`src/rtl/pgchk_pkg.sv`:
```
package pgchk_pkg;

    localparam int ENT_W  = 64;
    localparam int CODE_W = 4;

    typedef enum logic [1:0] {
        ACC_READ  = 2'd0,
        ACC_WRITE = 2'd1,
        ACC_FETCH = 2'd2
    } acc_e;

    typedef struct packed {
        logic              vld;
        logic              np;
        logic              rsvd;
        logic              prot;
        logic              nx;
        logic [CODE_W-1:0] code;
    } chk_state_t;

endpackage

```
`src/rtl/pgchk_entry.sv`:
```
module pgchk_entry #(
    parameter int ENT_W  = 64,
    parameter int NX_POS = 63
) (
    input  logic [ENT_W-1:0] entry_i,
    input  logic [ENT_W-1:0] mask_i,
    input  logic             nxe_i,
    input  logic             fetch_i,
    output logic             present_o,
    output logic             illegal_o,
    output logic             nx_hit_o
);
    logic mask_hit;
    logic nx_bit;

    always_comb begin
        present_o = entry_i[0];
        mask_hit  = |(entry_i & mask_i);
        nx_bit    = entry_i[NX_POS];
        // With no-execute disabled, the top bit is just another reserved bit.
        illegal_o = present_o && (mask_hit || (nx_bit && !nxe_i));
        nx_hit_o  = present_o && !illegal_o && nx_bit && fetch_i;
    end
endmodule

```
`src/rtl/pgchk_priv.sv`:
```
module pgchk_priv #(
    parameter int IDX_W = 5
) (
    input  logic wp_i,
    input  logic user_i,
    input  logic us_i,
    input  logic rw_i,
    input  logic wr_i,
    output logic ok_o
);
    localparam int TBL_N = 1 << IDX_W;

    logic [TBL_N-1:0] allow_tbl;
    logic [IDX_W-1:0] idx;

    // Index bits: 4 WP, 3 user, 2 U/S, 1 R/W, 0 write.
    for (genvar g = 0; g < TBL_N; g++) begin : g_tbl
        localparam logic G_WP = g[4];
        localparam logic G_US = g[3];
        localparam logic G_PU = g[2];
        localparam logic G_RW = g[1];
        localparam logic G_WR = g[0];
        if (G_US) begin : g_user
            assign allow_tbl[g] = G_PU && (!G_WR || G_RW);
        end else begin : g_sup
            assign allow_tbl[g] = !(G_WR && !G_RW && G_WP);
        end
    end

    always_comb begin
        idx  = {wp_i, user_i, us_i, rw_i, wr_i};
        ok_o = allow_tbl[idx];
    end
endmodule

```
`src/rtl/pgchk_top.sv`:
```
module pgchk_top
    import pgchk_pkg::*;
#(
    parameter int ENT_BITS = 64,
    parameter int NX_POS   = 63
) (
    input  logic                clk,
    input  logic                rst_n,
    input  logic                ent_vld_i,
    input  logic                first_lvl_i,
    input  logic                leaf_i,
    input  logic [ENT_BITS-1:0] entry_i,
    input  logic [ENT_BITS-1:0] rsvd_mask_i,
    input  logic [1:0]          acc_type_i,
    input  logic                nxe_i,
    input  logic                user_i,
    input  logic                wp_i,
    input  logic [1:0]          comb_rights_i,
    output logic                res_vld_o,
    output logic                np_err_o,
    output logic                rsvd_err_o,
    output logic                prot_err_o,
    output logic                nx_flag_o,
    output logic [CODE_W-1:0]   pf_code_o
);
    localparam int PRIV_IDX_W = 5;

    chk_state_t st_d, st_q;
    acc_e       acc;
    logic       is_wr, is_fetch;
    logic       present, illegal, nx_hit, priv_ok;

    assign acc      = acc_e'(acc_type_i);
    assign is_wr    = (acc == ACC_WRITE);
    assign is_fetch = (acc == ACC_FETCH);

    pgchk_entry #(.ENT_W(ENT_BITS), .NX_POS(NX_POS)) u_entry (
        .entry_i   (entry_i),
        .mask_i    (rsvd_mask_i),
        .nxe_i     (nxe_i),
        .fetch_i   (is_fetch),
        .present_o (present),
        .illegal_o (illegal),
        .nx_hit_o  (nx_hit)
    );

    pgchk_priv #(.IDX_W(PRIV_IDX_W)) u_priv (
        .wp_i   (wp_i),
        .user_i (user_i),
        .us_i   (comb_rights_i[1]),
        .rw_i   (comb_rights_i[0]),
        .wr_i   (is_wr),
        .ok_o   (priv_ok)
    );

    always_comb begin
        st_d      = st_q;
        st_d.vld  = ent_vld_i;
        st_d.np   = 1'b0;
        st_d.rsvd = 1'b0;
        st_d.prot = 1'b0;
        st_d.code = '0;
        if (ent_vld_i) begin
            st_d.nx   = (first_lvl_i ? 1'b0 : st_q.nx) | nx_hit;
            st_d.np   = !present;
            st_d.rsvd = illegal;
            st_d.prot = present && !illegal && leaf_i && (!priv_ok || st_d.nx);
            if (st_d.np || st_d.rsvd || st_d.prot) begin
                st_d.code = {st_d.rsvd, user_i, is_wr, st_d.rsvd | st_d.prot};
            end
        end
    end

    always_ff @(posedge clk or negedge rst_n) begin
        if (!rst_n) begin
            st_q <= '0;
        end else begin
            st_q <= st_d;
        end
    end

    assign res_vld_o  = st_q.vld;
    assign np_err_o   = st_q.np;
    assign rsvd_err_o = st_q.rsvd;
    assign prot_err_o = st_q.prot;
    assign nx_flag_o  = st_q.nx;
    assign pf_code_o  = st_q.code;
endmodule

```
`config.mk`:
```
export PLATFORM = sky130hd
export DESIGN_NAME = pgchk_top
export DESIGN_NICKNAME = d
export VERILOG_FILES = /design/src/rtl/pgchk_pkg.sv /design/src/rtl/pgchk_entry.sv /design/src/rtl/pgchk_priv.sv /design/src/rtl/pgchk_top.sv
export SDC_FILE = /design/constraint.sdc
export NUM_CORES = 1
export LEC_CHECK = 0
export ABC_CLOCK_PERIOD_IN_PS = 1390
export CAP_MARGIN = 20
export CELL_PAD_IN_SITES_DETAIL_PLACEMENT = 0
export CELL_PAD_IN_SITES_GLOBAL_PLACEMENT = 1
export CORE_UTILIZATION = 10
export CTS_CLUSTER_DIAMETER = 120
export CTS_CLUSTER_SIZE = 12
export DETAILED_ROUTE_END_ITERATION = 10
export GPL_ROUTABILITY_DRIVEN = 0
export PLACE_DENSITY_LB_ADDON = 0.1
export SETUP_SLACK_MARGIN = 0.15
export SYNTH_ARGS = -nofsm -noshare
export SYNTH_HDL_FRONTEND = slang
export SYNTH_SLANG_ARGS = --single-unit
```
`constraint.sdc`:
```
create_clock -name clk -period 1.39 [get_ports clk]
set_input_delay 0.139 -clock clk [delete_from_list [all_inputs] [get_ports clk]]
set_output_delay 0.139 -clock clk [all_outputs]
set_load 0.02 [all_outputs]
```
==> flow_summary.json, run 1 <==
{
  "grt_pass1_wl_um": 6050,
  "cts_num_sinks": 8,
  "cts_buffers": 3,
  "fin_area_mm2": 0.00245,
  "postSynthAreaPerCell_um2": 8.89,
  "maxSlewHeadroom_pct": 76.2,
  "portBuffers": 148,
  "fin_crit_ns": 1.20,
  "slew_violations": 0,
  "grt_pass1_vias": 1434,
  "rows": 29,
  "drcViolationCount": 2,
  "rsz0062_at_grt": "true",
  "cts.clk_slew.worst_paths_ns": 0.04,
  "hpwl_um": 3640,
  "htreeDepth": 1,
  "start_util_pct": 10.5,
  "root_buffer": "clkbuf_8",
  "critPathLaunchType": "primary input",
  "maxCapViolations": 0,
  "clk_path_buf_depth": 2,
  "fin_crit_sh_pct": 86.4,
  "fill_cells": 669,
  "whs_ns": 0.195,
  "antenna_found_initial": 2,
  "hp-class": "primary input to asynchronous set/reset pin",
  "layout-drive-gt1-share_pct": 13.4,
  "synth_edf_count": 0,
  "gr-usage-all-layers_pct": 10.5,
  "vias_per_cell": 4.12,
  "worst_setup_path_end_kind": "register",
  "skew_ns": 0.000907,
  "globalRouteOverflowTotal": 0,
  "drt_wl_total_um": 3960,
  "p_per_area_mw_per_mm2": 401,
  "ys_types": 25,
  "cp_data_arrival_time_ns": 1.31,
  "synth_nets": 217,
  "place_area_mm2": 0.00228,
  "fp.dieH_um": 84.7,
  "ios": 149,
  "worstMarginPinSlew_ns": 0.356,
  "crit_type": "primary input to register",
  "via_count": 1280,
  "synthCells": 77,
  "fmax_mhz": 832,
  "irDropWorstVdd_v": 0.000186,
  "violations": "DRC",
  "ant_nets": 0,
  "cp.required_ns": 1.50,
  "area_growth_pct": 259,
  "grt_max_degree": 9,
  "p_leak_nw": 1.35,
  "timing.final.hold_violations": 0,
  "synth-seq-cells": 8,
  "post_drt_wl_per_cell_um": 12.7,
  "clock_latency_ns": 0.22,
  "status": "complete, but fails checks",
  "dieWidth_um": 84.7,
  "ys_async_sr_fraction_pct": 100,
  "synth.cell_area_um2": 684,
  "cts_tree": "built",
  "crit_fanout": 3,
  "synth_seq_area_share_pct": 29.3,
  "tns_ns": 0,
  "setup_viol": 0,
  "final_nets": 374,
  "core_area_mm2": 0.00649,
  "synth-main-ff-cell": "dfrtp_1",
  "synth_warnings": 0,
  "dieArea_mm2": 0.00718,
  "initialDrtViolationCount": 15,
  "dr.pass1.iters": 9
}
## routing by layer
metal  part of all wire, %  wire [um]  track usage [%]
met1                    33       1320             10.4
met4                   2.3         90             4.31
met2                    56       2230             20.7
met3                   8.0        318             2.75
met5                     0          0                0
## per-stage QoR
stage / instances / setup slack (ns) / util, % / power, mW
floorplan: 77 / 0.169 / - / 0.341
detailed placement: 305 / -0.326 / 35.2 / 0.785
CTS: 308 / 0.151 / 35.1 / 0.991
global route: 311 / 0.136 / 37.8 / 1.05
global placement: 305 / -0.311 / 35.2 / 0.786
finish: 311 / 0.189 / 37.8 / 0.985
## sequential cells by signal, summed over array words and instances, names as in the netlist
name and cells:
nx_flag_o 1, pf_code_o 4, prot_err_o 1, res_vld_o 1, np_err_o 1
## cells in the final DEF, fill, tap and decap left out, types with 2 or more instances in the layout
master / n
a21oi_1: 3
clkbuf_8: 3
clkdlybuf4s50_1: 29
diode_2: 2
a22o_1: 5
nor2b_1: 4
a221oi_2: 5
nand2_1: 4
and3_4: 2
buf_4: 6
a22oi_2: 7
nand4_1: 3
dlygate4sd2_1: 55
a21oi_2: 2
clkdlybuf4s15_1: 28
a22oi_1: 13
dfrtp_1: 8
nand3b_1: 2
dlymetal6s2s_1: 36
## final cells by class
type                    count  area, um^2  share of cell area, %
flip-flops and latches      8         200                   8.15
clock buffers               3        41.3                   1.68
diodes                      2        5.00                  0.204
repair buffers            154        1550                   63.0
inverters                   2        7.51                  0.306
well taps                  77        96.3                   3.92
multi-input cells          65         557                   22.7
## power by group
| part | leakage (nW) | internal (mW) | switching (mW) |
|---|---|---|---|
| logic | 1.22 | 0.339 | 0.134 |
| registers | 0.105 | 0.242 | 0.00170 |
| clock network | 0.0216 | 0.187 | 0.0809 |
## path summary, 6_finish.rpt
path	cells after the start	start	endpoint	slack, ns
max	5	wp_i	pf_code_o[2]	0.19
min	1	rst_n	res_vld_o	0.19
min reg2reg	4	nx_flag_o	nx_flag_o	0.74
max in group asynchronous	1	rst_n	pf_code_o[0]	0.94
min in group clk	3	entry_i[0]	np_err_o	0.24
max reg2reg	5	nx_flag_o	pf_code_o[2]	0.21
## cells by family (layout without fill, tap and decap cells)
family | Yosys count | after routing | synth area share (%)
buffers and inverters | 4 | 159 | 3.29
flip-flops | 8 | 8 | 29.3
AND/OR/NAND/NOR | 24 | 24 | 21.4
other | 0 | 2 | 0
AO/OA/AOI/OAI | 41 | 41 | 46.1
## cells in the mapped netlist (all sizes together), types with 2 or more instances
library cell / instances / share of area, %
nor2: 2 / 1.1
and3: 3 / 2.7
a21oi: 5 / 3.7
dfrtp: 8 / 29
a221oi: 5 / 7.3
a22o: 5 / 6.4
inv: 2 / 1.1
a22oi: 20 / 22
nand2: 4 / 2.2
nand4: 3 / 2.7
nor2b: 4 / 3.7
nand3b: 2 / 2.2
and4: 2 / 2.6
buf: 2 / 2.2
## worst max-delay path: stages
cell	delay [ns]
clkdlybuf4s50_1	0.40
o22a_1	0.21
o21a_1	0.20
and4b_1	0.31
a21oi_2	0.07
## repair_timing
| item | CTS | global route |
|---|---|---|
| setup endpoints to repair | 15 | 6 |
| buffers inserted | 0 | 1 |
| hold endpoints to repair | 0 | 0 |
| hold buffers | 0 | 0 |
| resized for setup | 96 | 74 |
| pin swaps | 40 | 36 |
Note: power is estimated with default switching activity, not from simulation.
==> run 2: changes to the inputs <==
==> constraint.sdc (replaced) <==
create_clock -name clk -period 1.39 [get_ports clk]
set_input_delay 0.278 -clock clk [delete_from_list [all_inputs] [get_ports clk]]
set_output_delay 0.278 -clock clk [all_outputs]
set_load 0.02 [all_outputs]
==> run 2 against run 1 <==
Against the previous run: the run now ends clean; utilization decreased by 2.9 points; register-to-register slack about the same; sequential share of layout area grew 0.67 points; sequential cell count is the same; clock power about the same; clock skew hardly changed.
==> flow_summary.json, run 2 (same netlist as run 1, synthesis figures left out) <==
{
  "hp-class": "primary input to asynchronous set/reset pin",
  "setup_ws_ns": 0.149,
  "r2r_start": "nx_flag_o",
  "dieArea_mm2": 0.00718,
  "root_buffer": "clkbuf_8",
  "cp_data_arrival_time_ns": 1.41,
  "status": "finished clean",
  "worst_setup_path_end_kind": "register",
  "irDropWorstVdd_v": 0.000182,
  "gr-usage-all-layers_pct": 11.3,
  "r2r-end": "pf_code_o[2]",
  "worst_path_most_repeated_cell": "and3_4",
  "final_nets": 377,
  "clk_path_buf_depth": 2,
  "ff2ff_setup_slack_ns": 0.22,
  "core_area_mm2": 0.00649,
  "grt_pass1_vias": 1407,
  "crit_family": "simple AND/OR/NAND/NOR gates",
  "area_growth_pct": 232,
  "layout_common_cells": "86 x dlygate4sd2_1, 31 x clkdlybuf4s15_1, 11 x a22oi_1, 11 x buf_2",
  "grt_pass1_wl_um": 6430,
  "start_util_pct": 10.5,
  "ant_nets": 0,
  "cts.clk_slew.worst_paths_ns": 0.04,
  "crit_type": "primary input to register",
  "timing.final.hold_violations": 0,
  "crit_slowest_cell": "and3_4",
  "fill_cells": 715,
  "slew_violations": 0,
  "p_leak_nw": 1.11,
  "worstMarginPinSlew_ns": 0.352,
  "initialDrtViolationCount": 18,
  "portBuffers": 148,
  "grt_max_degree": 9,
  "multi_input_area_um2": 563,
  "maxSlewHeadroom_pct": 76.4,
  "ios": 149,
  "p_per_area_mw_per_mm2": 421,
  "power_mw": 0.956,
  "skew_ns": 0.000953,
  "critPathLaunchType": "primary input",
  "globalRouteOverflowTotal": 0,
  "crit_fanout": 6,
  "layout-drive-gt1-share_pct": 23.8,
  "vias_per_cell": 4.13,
  "post_drt_wl_per_cell_um": 13.0,
  "setup_viol": 0,
  "fmax_mhz": 806,
  "fp.dieH_um": 84.7,
  "crit_chain": "dlygate4sd2_1, a22oi_1, nand2_1, nor3_2, and3_4, and3_4",
  "maxCapViolations": 0,
  "drt_wl_total_um": 4060,
  "insertedDiodeCount": 0,
  "dr.pass1.iters": 7,
  "rows": 29,
  "cts_num_sinks": 8,
  "clock_latency_ns": 0.23,
  "dieWidth_um": 84.7,
  "cts_tree": "built",
  "cts_buffers": 3,
  "drcViolationCount": 0,
  "crit_buf_inv": 1,
  "reg2regPathDepth": 5,
  "largest_reg_flops": 4,
  "antenna_found_initial": 0,
  "regArea_um2": 200,
  "fin_crit_sh_pct": 89.3,
  "via_count": 1288,
  "place_ws_ns": -0.481,
  "htreeDepth": 1,
  "fin_crit_ns": 1.24,
  "rsz0062_at_grt": "true",
  "cp.required_ns": 1.55,
  "cts_hold_buffers": 0,
  "layout_commonest_cell": "dlygate4sd2_1",
  "max_stage_delay_ns": 0.26,
  "hpwl_um": 3670
}
## run 2: worst max path at each step
stage | cells after the start | from | slack, ns | end
floorplan | 6 | entry_i[14] | 0.14 | prot_err_o
global placement | 6 | entry_i[29] | -0.45 | pf_code_o[0]
detailed placement | 5 | entry_i[16] | -0.48 | prot_err_o
CTS | 6 | entry_i[24] | 0.13 | prot_err_o
global route | 6 | rsvd_mask_i[57] | 0.08 | prot_err_o
finish | 6 | entry_i[50] | 0.15 | prot_err_o
## run 2: worst register-to-register path, delay by kind of cell, from the launching register on
kind                   cells  cell delay [ns]
flip-flops                 1             0.36
AO/OA/AOI/OAI              3             0.35
AND/OR/NAND/NOR            1             0.27
buffers and inverters      1             0.08
## run 2: metrics by stage
step	hold slack (ns)	utilization, %	instances	TNS (ns)	instance area (um^2)
after global routing	0.356	34.9	312	0	2270
final	0.329	34.9	312	0	2270
after global placement	0.571	35.3	306	-2.60	2290
after floorplan	-0.0176	-	77	0	684
after detailed placement	0.580	35.3	306	-2.80	2290
after CTS	0.341	34.5	312	0	2240
## run 2: power by group
group	internal (mW)	total, mW	switching [mW]
Clock	0.187	0.269	0.0826
Sequential	0.243	0.245	0.00199
Combinational	0.304	0.442	0.139
Total	0.733	0.956	0.223
## run 2: timing repair
| action | 4_1_cts | 5_1_grt |
|---|---|---|
| gates cloned | 0 | 0 |
| setup endpoints to repair | 15 | 6 |
| buffers inserted | 3 | 0 |
| pin swaps | 51 | 23 |
| resized for setup | 216 | 26 |
## run 2: cell type report
cell class              instances  area share (%)
clock buffers                   3            1.82
repair buffers                157            60.0
well taps                      77            4.24
multi-input cells              65            24.8
inverters                       2           0.331
flip-flops and latches          8            8.82
## run 2: per-layer routing
| metal | vias up | global-route usage [%] | wire length [um] |
|---|---|---|---|
| met5 | - | 0 | 0 |
| met4 | 0 | 3.24 | 70 |
| met3 | 7 | 2.06 | 246 |
| met2 | 71 | 22.4 | 2260 |
| met1 | 566 | 12.0 | 1480 |
| li1 | 644 | - | - |
==> run 3: changes to the inputs <==
CTS_CLUSTER_DIAMETER = 60   (was 120)
SETUP_SLACK_MARGIN = not set   (was 0.15)
==> run 3 against run 2 <==
Against the previous run: final cell count down 0.64%; wire length up 2.1%; combinational power up 11%; global-route usage down 0.33 points; critical endpoint is now pf_code_o[2].
==> flow_summary.json, run 3 (same netlist as run 1, synthesis figures left out) <==
{
  "worstMarginPinSlew_ns": 0.358,
  "ios": 149,
  "p_leak_nw": 1.46,
  "dieArea_mm2": 0.00718,
  "tns_ns": 0,
  "cts.clk_slew.worst_paths_ns": 0.04,
  "slew_violations": 0,
  "cp.required_ns": 1.50,
  "whs_ns": 0.332,
  "final_core_util_pct": 38.5,
  "antenna_found_initial": 1,
  "fmax_mhz": 748,
  "irDropWorstVdd_v": 0.000186,
  "worst_setup_path_end_kind": "register",
  "final_nets": 374,
  "post_drt_wl_per_cell_um": 13.4,
  "power_mw": 1.00,
  "dr.pass1.iters": 6,
  "crit_fanout": 2,
  "largest_reg_flops": 4,
  "ant_nets": 0,
  "htreeDepth": 1,
  "setup_viol": 0,
  "grt_pass1_vias": 1473,
  "p_per_area_mw_per_mm2": 401,
  "root_buffer": "clkbuf_8",
  "via_count": 1270,
  "cts_tree": "built",
  "fp.dieH_um": 84.7,
  "dieWidth_um": 84.7,
  "cts_num_sinks": 8,
  "portBuffers": 148,
  "timing.final.hold_violations": 0,
  "vias_per_cell": 4.10,
  "globalRouteOverflowTotal": 0,
  "fin_crit_ns": 1.34,
  "layout-drive-gt1-share_pct": 15.1,
  "hpwl_um": 3660,
  "fin_area_mm2": 0.00250,
  "core_area_mm2": 0.00649,
  "skew_ns": 0.00205,
  "cts_hold_buffers": 0,
  "cts_buffers": 3,
  "area_growth_pct": 265,
  "status": "finished clean",
  "clock_latency_ns": 0.22,
  "rows": 29,
  "drt_wl_total_um": 4140,
  "gr-usage-all-layers_pct": 11.0,
  "grt_pass1_wl_um": 6320,
  "fin_crit_sh_pct": 96.2,
  "place_area_mm2": 0.00228,
  "drcViolationCount": 0,
  "grt_max_degree": 9,
  "fill_cells": 676,
  "critPathLaunchType": "primary input",
  "layout_commonest_cell": "dlygate4sd2_1",
  "layout_common_cells": "57 x dlygate4sd2_1, 49 x dlymetal6s2s_1, 29 x clkdlybuf4s50_1",
  "maxSlewHeadroom_pct": 76.1,
  "start_util_pct": 10.5,
  "hp-class": "primary input to asynchronous set/reset pin",
  "clk_path_buf_depth": 2,
  "initialDrtViolationCount": 22,
  "maxCapViolations": 0,
  "cp_data_arrival_time_ns": 1.45,
  "crit_type": "primary input to register"
}
-- run 3: report_power, final --
group	switching, mW	internal [mW]
clock	0.0833	0.187
combinational	0.141	0.347
sequential	0.00211	0.242
total	0.227	0.777
-- run 3: cell type report --
class	instances	area [um^2]	area share, %
timing repair buffer	154	1570	62.9
multi-input combinational	65	579	23.2
sequential	8	200	8.01
inverter	2	7.51	0.300
antenna	1	2.50	0.100
clock buffer	3	41.3	1.65
tap	77	96.3	3.85
-- run 3: metal layers --
layer,share of wire (%),GRT usage (%),up-vias,wire [um]
li1,-,-,639,-
met1,35,10.7,560,1460
met2,56,22.4,65,2320
met3,7.6,2.95,6,313
met4,1.3,2.93,0,52
met5,0,0,-,0
-- run 3: worst max-delay path, cell delays in order --
cell           delay [ns]
dlygate4sd2_1        0.23
a22o_1               0.21
a221oi_2             0.16
and4_1               0.24
and4b_1              0.26
a21oi_2              0.07
-- run 3: worst paths after layout --
check	depth (start not counted)	slack, ns	from	end
hold / removal	1	0.33	rst_n	nx_flag_o
setup reg to reg	5	0.16	nx_flag_o	pf_code_o[2]
setup / recovery	6	0.05	rsvd_mask_i[22]	pf_code_o[2]
max in group asynchronous	1	0.80	rst_n	np_err_o
min in group clk	3	0.38	entry_i[0]	np_err_o
hold reg to reg	3	0.65	nx_flag_o	nx_flag_o
-- run 3: per-stage QoR --
step	std cells	setup slack [ns]
finish	310	0.0525
global route	310	-0.0406
CTS	308	0.000385
detailed placement	305	-0.452
global placement	305	-0.448
floorplan	77	0.136
-- run 3: what timing repair did --
item,4_1_cts,5_1_grt
hold endpoints to repair,0,0
resized for setup,83,76
setup endpoints to repair,15,6
pin swaps,32,39
setup buffers,0,1
